--- src/rtl/brp_pkg.sv ---
package brp_pkg;

  typedef enum logic [1:0] {
    BK_UNCOND  = 2'd0,
    BK_COND    = 2'd1,
    BK_LOOP    = 2'd2,
    BK_CALLRET = 2'd3
  } br_kind_e;

  // Fixed per-kind guess used while an entry's history is incomplete.
  function automatic logic static_guess(input br_kind_e kind);
    return (kind != BK_COND);
  endfunction

endpackage

--- src/rtl/brp_entry.sv ---
module brp_entry #(
  parameter int HIST_N = 3
) (
  input  logic              clk,
  input  logic              rst,
  input  logic              wr_en,
  input  logic              wr_taken,
  output logic [HIST_N-1:0] hist_o,
  output logic              full_o
);
  localparam int CNT_W = $clog2(HIST_N + 1);
  localparam logic [CNT_W-1:0] CNT_MAX = CNT_W'(HIST_N);

  logic [CNT_W-1:0]  cnt_q;
  logic [HIST_N-1:0] hist_q;
  logic [HIST_N:0]   hist_ext;

  // Newest outcome enters at bit 0; the top bit falls off.
  assign hist_ext = {hist_q, wr_taken};

  always_ff @(posedge clk) begin
    if (rst) begin
      cnt_q  <= '0;
      hist_q <= '0;
    end else if (wr_en) begin
      hist_q <= hist_ext[HIST_N-1:0];
      if (cnt_q != CNT_MAX) cnt_q <= cnt_q + 1'b1;
    end
  end

  assign hist_o = hist_q;
  assign full_o = (cnt_q == CNT_MAX);
endmodule

--- src/rtl/brp_vote.sv ---
module brp_vote #(
  parameter int HIST_N = 3
) (
  input  logic [HIST_N-1:0] hist_i,
  output logic              taken_o
);
  localparam int SUM_W = $clog2(HIST_N + 1) + 1;

  logic [SUM_W-1:0] ones;

  always_comb begin
    ones = '0;
    for (int i = 0; i < HIST_N; i++) ones = ones + SUM_W'(hist_i[i]);
  end

  // Strict majority: twice the taken count exceeds the depth.
  assign taken_o = ({ones, 1'b0} > (SUM_W + 1)'(HIST_N));
endmodule

--- src/rtl/brpred_majority.sv ---
module brpred_majority #(
  parameter int ADDR_W = 16,
  parameter int IDX_W  = 4,
  parameter int HIST_N = 3
) (
  input  logic              clk,
  input  logic              rst,
  input  logic [ADDR_W-1:0] lk_addr,
  input  logic [1:0]        lk_kind,
  output logic              lk_taken,
  input  logic              up_valid,
  input  logic [ADDR_W-1:0] up_addr,
  input  logic              up_taken
);
  import brp_pkg::*;

  localparam int NENT = 1 << IDX_W;

  logic [IDX_W-1:0]  lk_idx;
  logic [IDX_W-1:0]  up_idx;
  logic [HIST_N-1:0] ent_hist [NENT];
  logic [NENT-1:0]   ent_full;
  logic [HIST_N-1:0] lk_hist;
  logic              lk_full;
  logic              lk_vote;
  logic              lk_static;
  logic              unused_addr_hi;

  assign lk_idx = lk_addr[IDX_W-1:0];
  assign up_idx = up_addr[IDX_W-1:0];
  assign unused_addr_hi = ^{lk_addr[ADDR_W-1:IDX_W], up_addr[ADDR_W-1:IDX_W]};

  for (genvar g = 0; g < NENT; g++) begin : g_ent
    brp_entry #(.HIST_N(HIST_N)) u_ent (
      .clk      (clk),
      .rst      (rst),
      .wr_en    (up_valid && (up_idx == IDX_W'(g))),
      .wr_taken (up_taken),
      .hist_o   (ent_hist[g]),
      .full_o   (ent_full[g])
    );
  end

  assign lk_hist = ent_hist[lk_idx];
  assign lk_full = ent_full[lk_idx];

  brp_vote #(.HIST_N(HIST_N)) u_vote (
    .hist_i  (lk_hist),
    .taken_o (lk_vote)
  );

  assign lk_static = static_guess(br_kind_e'(lk_kind));
  assign lk_taken  = lk_full ? lk_vote : lk_static;
endmodule

--- config.mk ---
export PLATFORM = sky130hd
export DESIGN_NAME = brpred_majority
export DESIGN_NICKNAME = d
export VERILOG_FILES = /design/src/rtl/brp_pkg.sv /design/src/rtl/brp_entry.sv /design/src/rtl/brp_vote.sv /design/src/rtl/brpred_majority.sv
export SDC_FILE = /design/constraint.sdc
export NUM_CORES = 1
export LEC_CHECK = 0
export BUFFER_PORTS_ARGS = -buffer_cell sky130_fd_sc_hd__buf_4
export CAP_MARGIN = 0
export CORE_MARGIN = 1
export CORE_UTILIZATION = 55
export CTS_CLUSTER_SIZE = 20
export DETAILED_ROUTE_END_ITERATION = 8
export PLACE_DENSITY = 0.72
export SYNTH_ARGS = -nofsm -noshare
export SYNTH_HDL_FRONTEND = slang
export SYNTH_HIERARCHICAL = 1
export SYNTH_SLANG_ARGS = --single-unit
--- constraint.sdc ---
create_clock -name clk -period 3.45 [get_ports clk]
set_input_delay 0.345 -clock clk [delete_from_list [all_inputs] [get_ports clk]]
set_output_delay 0.345 -clock clk [all_outputs]
set_load 0.02 [all_outputs]
## Word level (Yosys, flattened, before mapping)

Index checks and enable logic that the tools add are counted.

- Equal/unequal tests: 48
- Bitwise logic cells: 1
- $add $sub $neg: 18
- Multiplexer cells: 6
- Reduce and logical (&&, ||, !) cells: 33
- Order comparisons: 3

Operator list:

| operator | count |
|---|---|
| $add 2x1->2 const B | 16 |
| $eq 2x2->1 const B | 16 |
| $eq 4x4->1 const B | 8 |
| $ne 2x2->1 const B | 16 |
| $reduce_and 2->1 | 16 |
| $eq 4x3->1 const B | 4 |
| $logic_and 1x1->1 | 16 |
| $bmux 3 s4 | 1 |
| $eq 4x2->1 const B | 2 |
| $mux 3 | 2 |
| $ge 5x5->1 const B | 1 |
| $lt 4x5->1 const B | 1 |
| $not 4->5 | 1 |
| $bmux 1 s4 | 1 |
| $eq 4x1->1 const B | 1 |
| $gt 4x2->1 const B | 1 |
| $logic_not 4->1 | 1 |
| $add 3x1->3 | 1 |
| $add 1x1->2 | 1 |
| $mux 1 | 2 |
| $ne 2x1->1 const B | 1 |

- Register bits: 80
- Logic and storage cells: 141
- Input bits: 38
- Output and inout port bits: 1

## Depth between registers and ports, before layout

- Depth after elaboration: 8
- Gate-level depth with buffers: 6
- Mapped depth without buffers: 5

## By module

The synthesis kept the hierarchy.

By module, submodules not included:

| module | seq. area each (um^2) | area an instance (um^2) | instances | cells each |
|---|---|---|---|---|
| brp_entry | 100.1 | 211.5 | 16 | 19 |
| brpred_majority | 0.0 | 656.9 | 1 | 51 |
| brp_vote | 0.0 | 20.0 | 1 | 2 |

## Worst setup path before layout

OpenSTA, ideal clock, no wires.

- Path type: input-to-output
- Start: in lk_addr[0]
- End: out lk_taken
- Path slack: 887 ps
- Required time: 3105 ps
- Data arrival time: 2218 ps
- Cell stages on the path: 6
- Path buffers: 1
- Path through: buf_6 > mux4_1 > mux4_2 > ha_1 > a21o_1 > mux2_2

- Longest elaborated chain between the ends: 8
- Elaborated cells on any way between the ends: 10
- Classes of those cells: 2 x add/sub; 1 x order compare; 6 x mux; 1 x bitwise

RTL lines:

| what | RTL line | text |
|---|---|---|
| start: declaration | brpred_majority.sv:8 | `input logic [ADDR_W-1:0] lk_addr,` |
| $not 4->5 (implied by the code) | brpred_majority.sv:44 | `assign lk_hist = ent_hist[lk_idx];` |
| $bmux 3 s4 | brpred_majority.sv:44 |  |
| $mux 3 (implied by the code) (2 in a row) | brpred_majority.sv:44 |  |
| net lk_hist[0] | brpred_majority.sv:23 | `logic [HIST_N-1:0] lk_hist;` |
| $add 1x1->2 | brp_vote.sv:13 | `for (int i = 0; i < HIST_N; i++) ones = ones + SUM_W'(hist_i[i]);` |
| $add 3x1->3 | brp_vote.sv:13 |  |
| $gt 4x2->1 | brp_vote.sv:17 | `assign taken_o = ({ones, 1'b0} > (SUM_W + 1)'(HIST_N));` |
| net lk_vote | brpred_majority.sv:25 | `logic lk_vote;` |
| $mux 1 | brpred_majority.sv:53 | `assign lk_taken = lk_full ? lk_vote : lk_static;` |
| end: declaration | brpred_majority.sv:10 | `output logic lk_taken,` |

The timed path passes the listed nets, and every way through them passes these cells. The select of a mux whose other input is x is not followed.

## Worst setup path in the final report

- Start: reg g_ent[13].u_ent.hist_q[0]
- End: out lk_taken

- Longest elaborated chain between the ends: 7

RTL lines:

| what | RTL line | text |
|---|---|---|
| start: declaration | brp_entry.sv:15 | `logic [HIST_N-1:0] hist_q;` |
| start signal: assignment | brp_entry.sv:26 | `hist_q <= hist_ext[HIST_N-1:0];` |
| $bmux 3 s4 | brpred_majority.sv:44 |  |
| $mux 3 (implied by the code) (2 in a row) | brpred_majority.sv:44 |  |
| net lk_hist[0] | brpred_majority.sv:23 |  |
| $add 1x1->2 | brp_vote.sv:13 |  |
| $add 3x1->3 | brp_vote.sv:13 |  |
| $gt 4x2->1 | brp_vote.sv:17 |  |
| net lk_vote | brpred_majority.sv:25 |  |
| $mux 1 | brpred_majority.sv:53 |  |

The timed path passes the listed nets, and every way through them passes these cells. The select of a mux whose other input is x is not followed.

==> flow_summary_export.csv <==
group,metric,value,unit
timing,relSlewSlack,0.351,
yosys,synth_area_leader_cell,"dfxtp_1",
global_routing,grt_max_degree,113,
setup_path,start_kind,"flip-flop",
clocking,post_cts_buffers,0,
placed_design,dp_hpwl,5.34,mm
yosys,synth.avg_cell_area,11.4,µm²
setup_path,worstPathMaxFanout,3,
clocking,clk_pin_slew_worst_paths,0.08,ns
placed_design,place_congestion,0.756,
pwr,p_comb_frac,0.060,
pwr,powerDensity,388,mW/mm²
timing,skew,0.00777,ns
routing,top_layer_used,"met4",
timing,tightest_slew,0.973,ns
yosys,ys_ff_latch,80,
worst_hold_path,min_path_cells,3,
global_routing,grt.overflow.total,0,
setup_path,worstPathCellList,"mux4_1 -> mux4_2 -> ha_1 -> a21o_1 -> mux2_2 -> buf_4",
yosys,syn_area,0.00406,mm²
clocking,root_buffer,"clkbuf_8",
routing,ant_nets,0,
yosys,synth_top_area_share,0.394,
routing,wl_met2,3.85,mm
yosys,netlist_top_cells_area,"dfxtp_1 39%, mux2i_1 13%, mux4_1 7.8%",
setup_path,crit_required,3.11,ns
routing,vias_per_cell,5.64,
clocking,h-tree-depth,3,
timing,maxSlewViolCount,0,
clocking,clock_latency,0.35,ns
routing,met1_length,3.54,mm
timing,fin_crit_sh,0.843,
timing,layout_setup_ws,0.540,ns
floorplanning,die_w,87.9,µm
clocking,post_cts.resized_instances,0,
yosys,ys_types,22,
routing,drc_errors,0,
routing,wirelength,7.65,mm
clocking,hold_buffers,0,
pwr,swShare,0.228,
placed_design,port_buffers,14,
worst_hold_path,hp-class,"primary input to flip-flop",
placed_design,dp_slack,0.603,ns
timing,period_needed,2.91,ns
floorplanning,die_y,87.9,µm
global_routing,grt_pass1_vias,2623,
routing,vias,2736,
pwr,seq_power_share,0.534,
final_layout,post-route-util,0.650,
global_routing,grt_pass1_wl,12.5,mm
setup_path,rr_worst_depth,3,
final_layout,layoutNonFillerInstCount,485,
global_routing,grt_antenna_before_repair,0,
final_layout,final_nets,439,
setup_path,crit_slowest_cell,"mux4_1",
timing,whs,0.401,ns
job,maxCapViolCount,0,
final_layout,insertedDiodeCount,0,
timing,hold_viol_final,0,
timing,fmax,344,MHz
setup_path,worst-path-buf-inv,1,
routing,wl_per_cell,15.8,µm
pwr,peakVddDrop,0.000313,V
final_layout,drive_gt1_frac,0.154,
yosys,synthCells,357,
routing,drt_first_pass_iters,4,
yosys,syn-num-nets,412,
floorplanning,io_pins,39,
setup_path,cp_slowest_stage_delay,0.51,ns
floorplanning,fp-row-count,30,
clocking,cts_tree,"yes",
floorplanning,coreArea,0.00694,mm²
setup_path,r2r_setup_slack,2.28,ns
clocking,clk_path_buf_depth,2,
pwr,pwr-share-clk,0.405,
floorplanning,dieArea,0.00773,mm²
final_layout,synthToLayoutAreaGrowth,11.1,%
placed_design,dp_cells,469,
routing,wl_met3,201,µm
clocking,numCtsBuffers,9,
pwr,p_leak,0.00178,µW
setup_path,crit_arrival,2.57,ns
setup_path,crit_path_end_kind,"primary output",
setup_path,timing.rr.start,"g_ent[14].u_ent/cnt_q[0]",
setup_path,critical_path_class,"flip-flop to primary output",
yosys,synth-seq-area-share,0.394,
setup_path,critical-path-top-delay-family,"multiplexers",
worst_hold_path,hp-start,"up_taken",
pwr,intPower,1350,µW
worst_hold_path,hold_path_end,"g_ent[6].u_ent/hist_o[0]",
timing,setup_viol,0,
status,status,"finished clean",
yosys,yosysWarnings,6,
clocking,numClockSinks,80,
global_routing,track_usage,0.217,
setup_path,r2r-end,"g_ent[14].u_ent/cnt_q[0]",
timing,tns,0,ns
routing,drt_iter0_drc,120,
floorplanning,initial_core_util,0.585,
pwr,p_switching,398,µW
timing,rsz0062_at_grt,"no",
==> Yosys cell counts (all sizes together) <==
library cell / instances
nand2: 1
buf: 4
nor2b: 32
or3b: 1
a21o: 1
dfxtp: 80
nand3b: 2
nand3: 1
nor2: 76
nand4bb: 16
nand2b: 19
mux2: 17
mux2i: 51
ha: 17
o21ai: 16
nor3: 4
mux4: 19
==> power by group through the flow <==
stage	sequential [µW]	combinational, µW	clock [µW]
floorplan	955	59.7	0
global placement	956	103	0
detailed placement	956	106	0
CTS	935	107	732
global route	936	116	767
finish	935	106	709
==> registers in the layout, summed over array words and instances, names as in the netlist <==
name and count:
g_ent.u_ent/hist_o 48, g_ent.u_ent/cnt_q 32
==> layout by cell type (no fill, tap or decap), types with 17 or more instances in the layout <==
master / synthesis / routed
dfxtp_1: 80 / 80
nor2_1: 76 / 76
mux2i_1: 51 / 51
buf_4: 1 / 20
nand2b_1: 19 / 19
ha_1: 17 / 17
==> kinds of logic (layout without fill, tap and decap cells) <==
logic type | after synthesis | after routing | synth area share
AND/OR/NAND/NOR | 152 | 152 | 0.236
buffers and inverters | 4 | 36 | 0.00647
adder cells (fa/ha/maj) | 17 | 17 | 0.0524
AO/OA/AOI/OAI | 17 | 17 | 0.0216
flip-flops | 80 | 80 | 0.394
multiplexers | 87 | 87 | 0.289
==> per-layer routing <==
metal  vias to the layer above  global-route usage
met2                        35               0.365
li1                       1348                   -
met5                         -                   0
met4                         0              0.0671
met3                         7              0.0660
met1                      1346               0.268
==> worst min-delay path, stage by stage <==
cell and delay, ns:
buf_4 0.20, mux2i_1 0.10, nor2_1 0.07
==> per-stage QoR <==
stage               cell area (µm²)  total power, µW
floorplan                      4060             1010
global placement               4300             1060
detailed placement             4300             1060
CTS                            4510             1770
global route                   4510             1820
finish                         4510             1750
==> worst max-delay path by stage <==
stage                               from        to  slack (ns)  cells after the start
6_report       g_ent[13].u_ent/hist_o[0]  lk_taken        0.54                      6
5_1_grt        g_ent[13].u_ent/hist_o[0]  lk_taken        0.46                      6
4_1_cts        g_ent[13].u_ent/hist_o[0]  lk_taken        0.52                      6
3_5_place_dp                  lk_addr[0]  lk_taken        0.60                      7
3_3_place_gp                  lk_addr[0]  lk_taken        0.59                      7
2_1_floorplan                 lk_addr[0]  lk_taken        0.89                      6
==> cell type report <==
type	count	area, µm²
multi-input cells	273	2430
fillers	568	2430
flip-flops and latches	80	1600
clock buffers	12	155
repair buffers	20	150
well taps	96	120
clock inverters	4	52.6
(Power assumes the default switching activity.)
